==> src/rtl/usr_pkg.sv <==
package usr_pkg;

  typedef enum logic [1:0] {
    MODE_HOLD = 2'b00,
    MODE_SHR  = 2'b01,
    MODE_SHL  = 2'b10,
    MODE_LOAD = 2'b11
  } usr_mode_e;

  // Next value of one stage given its own bit, both neighbours and the bus bit.
  function automatic logic pick_bit(
    input logic do_hold, input logic do_shr, input logic do_shl,
    input logic own, input logic from_lower, input logic from_upper,
    input logic par_bit);
    logic r;
    if (do_shr)       r = from_lower;
    else if (do_shl)  r = from_upper;
    else if (do_hold) r = own;
    else              r = par_bit;
    return r;
  endfunction

endpackage

==> src/rtl/usr_mode_decode.sv <==
module usr_mode_decode
  import usr_pkg::*;
(
  input  logic       clk,
  input  logic       rst_n,
  input  logic [1:0] mode_sel,
  output logic       do_hold,
  output logic       do_shr,
  output logic       do_shl,
  output logic       do_load
);
  usr_mode_e mode;

  always_comb begin
    mode    = usr_mode_e'(mode_sel);
    do_hold = (mode == MODE_HOLD);
    do_shr  = (mode == MODE_SHR);
    do_shl  = (mode == MODE_SHL);
    do_load = (mode == MODE_LOAD);
  end

  assert_mode_onehot_R1: assert property (@(posedge clk) disable iff (!rst_n)
    $countones({do_hold, do_shr, do_shl, do_load}) == 1);

endmodule

==> src/rtl/usr_stage_array.sv <==
module usr_stage_array
  import usr_pkg::*;
#(
  parameter int WIDTH = 8
) (
  input  logic             clk,
  input  logic             rst_n,
  input  logic             do_hold,
  input  logic             do_shr,
  input  logic             do_shl,
  input  logic             do_load,
  input  logic             sin_r,
  input  logic             sin_l,
  input  logic [WIDTH-1:0] par_in,
  output logic [WIDTH-1:0] q
);
  localparam int TOP = WIDTH - 1;

  logic [WIDTH-1:0] from_lower;
  logic [WIDTH-1:0] from_upper;
  logic [WIDTH-1:0] q_next;

  for (genvar n = 0; n < WIDTH; n++) begin : g_stage
    if (n == 0) begin : g_low_end
      assign from_lower[n] = sin_r;
    end else begin : g_low_mid
      assign from_lower[n] = q[n-1];
    end
    if (n == TOP) begin : g_high_end
      assign from_upper[n] = sin_l;
    end else begin : g_high_mid
      assign from_upper[n] = q[n+1];
    end
    assign q_next[n] = pick_bit(do_hold, do_shr, do_shl,
                                q[n], from_lower[n], from_upper[n], par_in[n]);
  end

  always_ff @(posedge clk or negedge rst_n) begin
    if (!rst_n) q <= '0;
    else        q <= q_next;
  end

  assert_hold_R1: assert property (@(posedge clk) disable iff (!rst_n)
    do_hold |=> q == $past(q));
  assert_shift_right_R2: assert property (@(posedge clk) disable iff (!rst_n)
    do_shr |=> q == {$past(q[TOP-1:0]), $past(sin_r)});
  assert_shift_left_R3: assert property (@(posedge clk) disable iff (!rst_n)
    do_shl |=> q == {$past(sin_l), $past(q[TOP:1])});
  assert_load_R4: assert property (@(posedge clk) disable iff (!rst_n)
    do_load |=> q == $past(par_in));
  assert_reset_clear_R5: assert property (@(posedge clk)
    $rose(rst_n) |-> q == '0);

endmodule

==> src/rtl/usr_bus_ctrl.sv <==
module usr_bus_ctrl (
  input  logic clk,
  input  logic rst_n,
  input  logic oe_a_n,
  input  logic oe_b_n,
  input  logic do_load,
  output logic bus_oe
);
  logic en_pair_ok;

  assign en_pair_ok = ~(oe_a_n | oe_b_n);
  assign bus_oe     = en_pair_ok & ~do_load;

  assert_enable_gate_R6: assert property (@(posedge clk) disable iff (!rst_n)
    (oe_a_n || oe_b_n) |-> !bus_oe);
  assert_load_release_R7: assert property (@(posedge clk) disable iff (!rst_n)
    do_load |-> !bus_oe);

endmodule

==> src/rtl/usr_shift_reg.sv <==
module usr_shift_reg
  import usr_pkg::*;
#(
  parameter int WIDTH = 8
) (
  input  logic             clk,
  input  logic             rst_n,
  input  logic [1:0]       mode_sel,
  input  logic             ser_in_right,
  input  logic             ser_in_left,
  input  logic             oe_a_n,
  input  logic             oe_b_n,
  input  logic [WIDTH-1:0] bus_in,
  output logic [WIDTH-1:0] bus_out,
  output logic             bus_oe,
  output logic             ser_out_lo,
  output logic             ser_out_hi
);
  localparam int TOP = WIDTH - 1;

  logic             do_hold, do_shr, do_shl, do_load;
  logic [WIDTH-1:0] q;

  usr_mode_decode u_decode (
    .clk(clk), .rst_n(rst_n), .mode_sel(mode_sel),
    .do_hold(do_hold), .do_shr(do_shr), .do_shl(do_shl), .do_load(do_load)
  );

  usr_stage_array #(.WIDTH(WIDTH)) u_stages (
    .clk(clk), .rst_n(rst_n),
    .do_hold(do_hold), .do_shr(do_shr), .do_shl(do_shl), .do_load(do_load),
    .sin_r(ser_in_right), .sin_l(ser_in_left), .par_in(bus_in), .q(q)
  );

  usr_bus_ctrl u_bus (
    .clk(clk), .rst_n(rst_n), .oe_a_n(oe_a_n), .oe_b_n(oe_b_n),
    .do_load(do_load), .bus_oe(bus_oe)
  );

  assign bus_out    = q;
  assign ser_out_lo = q[0];
  assign ser_out_hi = q[TOP];

  assert_bus_drive_R8: assert property (@(posedge clk) disable iff (!rst_n)
    (!oe_a_n && !oe_b_n && mode_sel != 2'b11) |-> bus_oe);

endmodule

==> config.mk <==
export PLATFORM = sky130hd
export DESIGN_NAME = usr_shift_reg
export DESIGN_NICKNAME = d
export VERILOG_FILES = /design/src/rtl/usr_pkg.sv /design/src/rtl/usr_mode_decode.sv /design/src/rtl/usr_stage_array.sv /design/src/rtl/usr_bus_ctrl.sv /design/src/rtl/usr_shift_reg.sv
export SDC_FILE = /design/constraint.sdc
export NUM_CORES = 1
export LEC_CHECK = 0
export ABC_AREA = 1
export BUFFER_PORTS_ARGS = -buffer_cell sky130_fd_sc_hd__buf_2
export CAP_MARGIN = 20
export CELL_PAD_IN_SITES_DETAIL_PLACEMENT = 0
export CELL_PAD_IN_SITES_GLOBAL_PLACEMENT = 1
export CORE_MARGIN = 2
export CORE_UTILIZATION = 31
export DETAILED_ROUTE_END_ITERATION = 7
export MAX_ROUTING_LAYER = met4
export PLACE_DENSITY = 0.91
export SLEW_MARGIN = 20
export SYNTH_ARGS = -nofsm -noshare
export SYNTH_HDL_FRONTEND = slang
export SYNTH_HIERARCHICAL = 1
export SYNTH_SLANG_ARGS = --single-unit
==> constraint.sdc <==
create_clock -name clk -period 1.4 [get_ports clk]
set_input_delay 0.14 -clock clk [delete_from_list [all_inputs] [get_ports clk]]
set_output_delay 0.14 -clock clk [all_outputs]
set_load 0.05 [all_outputs]
### Word-level counts from Yosys, hierarchy flattened

Cells that the tools add are included.

* bitwise gates (word level): 4
* multiplexer cells: 24
* equal/unequal tests: 4
* reductions and logical operators: 1

Operator list (count)
* two-way mux 1 bit: 24
* == test 2 bit (second input constant): 2
* inequality test 3 x 1 -> 1 bit (second input constant): 1
* == test 2 x 1 -> 1 bit (second input constant): 1
* zero test 2 bit: 1
* inverter 1 bit: 2
* AND 1 bit: 1
* OR 1 bit: 1

* bits in registers: 8
* logic and storage cells: 34

### Longest topological paths before layout

* depth in word-level cells: 4
* gate-level depth with buffers: 9
* mapped depth without buffers: 7

### Modules after synthesis

The synthesis kept the hierarchy.

Modules (own cells, without submodules)
* usr_stage_array: instances 1, area an instance 493.0 um2, seq. area each 200.2 um2, cells each 73
* usr_mode_decode: instances 1, area an instance 26.3 um2, seq. area each 0.0 um2, cells each 7
* usr_bus_ctrl: instances 1, area an instance 17.5 um2, seq. area each 0.0 um2, cells each 4
* usr_shift_reg: instances 1, area an instance 15.0 um2, seq. area each 0.0 um2, cells each 2

### Least setup slack after synthesis

Ideal clock, no wire load.

* kind: register -> output
* from: register u_stages.q[7]
* to: output ser_out_hi
* cell stages (with the launch flop): 2
* setup slack: 0.339 ns
* required time: 1.260 ns
* arrival: 0.921 ns
* path buffers: 1
* path through: dfrtp_1 -> buf_4

RTL lines
* start, declared: line usr_stage_array.sv:15 `output logic [WIDTH-1:0] q`
* start signal, assigned: line usr_stage_array.sv:40 `else q <= q_next;`
* end, declared: line usr_shift_reg.sv:17 `output logic ser_out_hi`

No word-level cell between the ends.

### Worst setup path in the final report

* from: register u_stages.q[3]
* to: output bus_out[3]

RTL lines
* end, declared: line usr_shift_reg.sv:14 `output logic [WIDTH-1:0] bus_out,`

No word-level cell between the ends.

==> flow_summary.toml <==
[timing]
setup_total_negative_slack_ns = 0
finalClockSkew_ns = 0.0112
slew_headroom_pct = 78.3
finalWorstPathRequiredPeriod_ns = 1.06
worst_pin_slew_ns = 0.325
finalSetupViolations = 0
fin_worst_hold_slack_ns = 0.184
finalCritPeriodShare_pct = 75.9
achievable-frequency_ghz = 0.941
maxSlewViolCount = 0
grt_setup_unrepaired = "false"
timing_hold_violations_final = 0

[worst_setup_path]
crit_start = "u_stages/q[3]"
data_required_time_at_the_worst_endpoint_ns = 1.26
rr_worst_depth = 4
timing.critical_path.slowest_cell_delay_ns = 0.39
critPathSlowestCell = "dfrtp_1"
critPathBufInv = 1
cp_depth = 1
critPathKind = "reg2out"
critPathCaptureType = "output port"
crit-reg2reg-launch = "u_stages/q[1]"
critical_path.max_fanout = 4
critPathArrivalTime_ns = 0.92
cp_cell_sequence = "buf_2"
critical_path.startpoint_type = "flop"
critPathTopFamily = "flip-flops"

[yosys]
yosysSeqAreaShare_pct = 36.3
netlist-cell-type-count = 11
netlist_instances = 86
ys_warn_count = 6
avgSynthCellArea_um2 = 6.42
synth-simple-area-share_pct = 47.8
synth_xor_xnor_area_share_pct = 0
synth-compound-area-share_pct = 2.95
synthesis.area_um2 = 552
synth_nets = 102
synthMuxAreaShare_pct = 0
synth_adder_area_share_pct = 0
synthesis_stage_register_bit_count = 8
main_combinational_cell_family_by_area_after_synthesis = "simple AND/OR/NAND/NOR gates"

[route]
antenna_left = 0
drt_first_pass_iters = 4
postRouteWirelength_um = 1330
initialDrtViolationCount = 11
routed_via_density = 4.40
routed-via-count = 612
drc = 0
routed_wire_length_per_instance_um = 9.57

[placement]
numPortBuffers = 26
gp_congestion = 0.777
dpl-instance-area_um2 = 691
detailedPlacementHpwl_um = 1020
dp_cells = 135

[status]
run_status = "completed"

[grt]
grt_antenna_before_repair = 0
grt_pass1_wl_um = 2090
grt_pass1_vias = 521
globalRouteTotalUtil_pct = 14.6
grt_start_max_net_pins = 12
grt-ovfl-total = 0

[clocking]
cts.reportedPaths.clkPinSlew_ns = 0.06
clk_path_buf_depth = 2
clk-insertion-delay-late_ns = 0.25
clkSinkCount = 8
cts_tree = "built"
htree_num_levels = 1
post_cts.repair.setup_buffers = 0
cts-root-buf = "clkbuf_4"
tritoncts.num_buffers = 3

[flow_run]
maxCapViolations = 0

[hold_path]
hold_path.class = "in2reg"
holdPathStages = 5
hp-start = "bus_in[4]"

[finish]
number_of_fill_cells_in_the_layout = 195
area_growth_pct = 31.1
final_layout_size_suffix_gt1_share_pct = 31.6
layout.area.seq_um2 = 200
top_register = "u_stages/q"
layout.nets = 132
mostFrequentLayoutCells = "nand2_1 (49), buf_2 (26), nand3_1 (10)"
largest_registers = "u_stages/q x8"
multi_input_gate_area_in_the_final_layout_um2 = 280
largest_reg_flops = 8
layoutNonFillerInstCount = 139
antenna_cells = 0
layout_commonest_cell = "nand2_1"
design_area_um2 = 723

[power]
finalPower_uw = 788
leakage_nw = 0.429
power-per-cell-area_nw_per_um2 = 1090
ir_drop_v = 0.000460

[floorplan]
die_height_um = 46.2
fp.dieArea_um2 = 2130
ioPinCount = 27
initial_utilization_pct = 32.3
row_count = 15
die_width_um = 46.2
placeableCoreArea_um2 = 1710
final timing paths:
kind,to,slack (ns)
worst max-delay path,bus_out[3],0.34
worst min-delay path,u_stages/q[4],0.18
worst max register to register,u_stages/q[0],0.60
worst min register to register,u_stages/q[0],0.54
max in group asynchronous,u_stages/q[2],0.98
min in group asynchronous,u_stages/q[7],0.24
cell families (layout without fill, tap and decap cells):
| family | count (synthesis) | after routing |
|---|---|---|
| compound gates | 1 | 1 |
| simple gates | 65 | 65 |
| buf+inv | 12 | 40 |
| flops | 8 | 8 |
synth_stat cells:
| master | count | area share (%) |
|---|---|---|
| nor2_1 | 3 | 2.0 |
| nand3_1 | 10 | 9.1 |
| or2_0 | 1 | 1.1 |
| inv_2 | 1 | 0.68 |
| dfrtp_1 | 8 | 36 |
| inv_1 | 6 | 4.1 |
| buf_4 | 3 | 4.1 |
| buf_6 | 2 | 4.1 |
| nor2_2 | 2 | 2.3 |
| a21oi_4 | 1 | 2.9 |
| nand2_1 | 49 | 33 |
per-stage QoR:
stage	util, %	setup slack, ns
2_1_floorplan	-	0.339
3_3_place_gp	40.4	0.299
3_5_place_dp	40.4	0.253
4_1_cts	42.3	0.324
5_1_grt	42.3	0.268
6_report	42.3	0.337
final cells by class:
cell class,instances,share of cell area (%)
well taps,25,4.33
flip-flops and latches,8,27.7
clock buffers,3,3.11
multi-input cells,66,38.8
inverters,7,3.63
repair buffers,30,22.5
report_power, final:
group | switching [mW] | internal (mW) | total, mW
sequential | 0.0318 | 0.263 | 0.295
clock | 0.0775 | 0.0981 | 0.176
combinational | 0.234 | 0.0835 | 0.318
total | 0.343 | 0.445 | 0.788
metal layers:
layer | vias to the layer above | GRT usage, % | share of wire, %
met4 | 0 | 10.3 | 0.75
met1 | 268 | 19.1 | 45
li1 | 315 | - | -
met2 | 27 | 20.0 | 46
met3 | 2 | 2.35 | 7.6
met5 | - | - | 0
repair_timing:
item,4_1_cts,5_1_grt
hold endpoints to repair,8,0
setup endpoints to repair,0,0
hold buffers,1,0
gates resized for setup,0,0
Power figures use the tool's default switching activity.
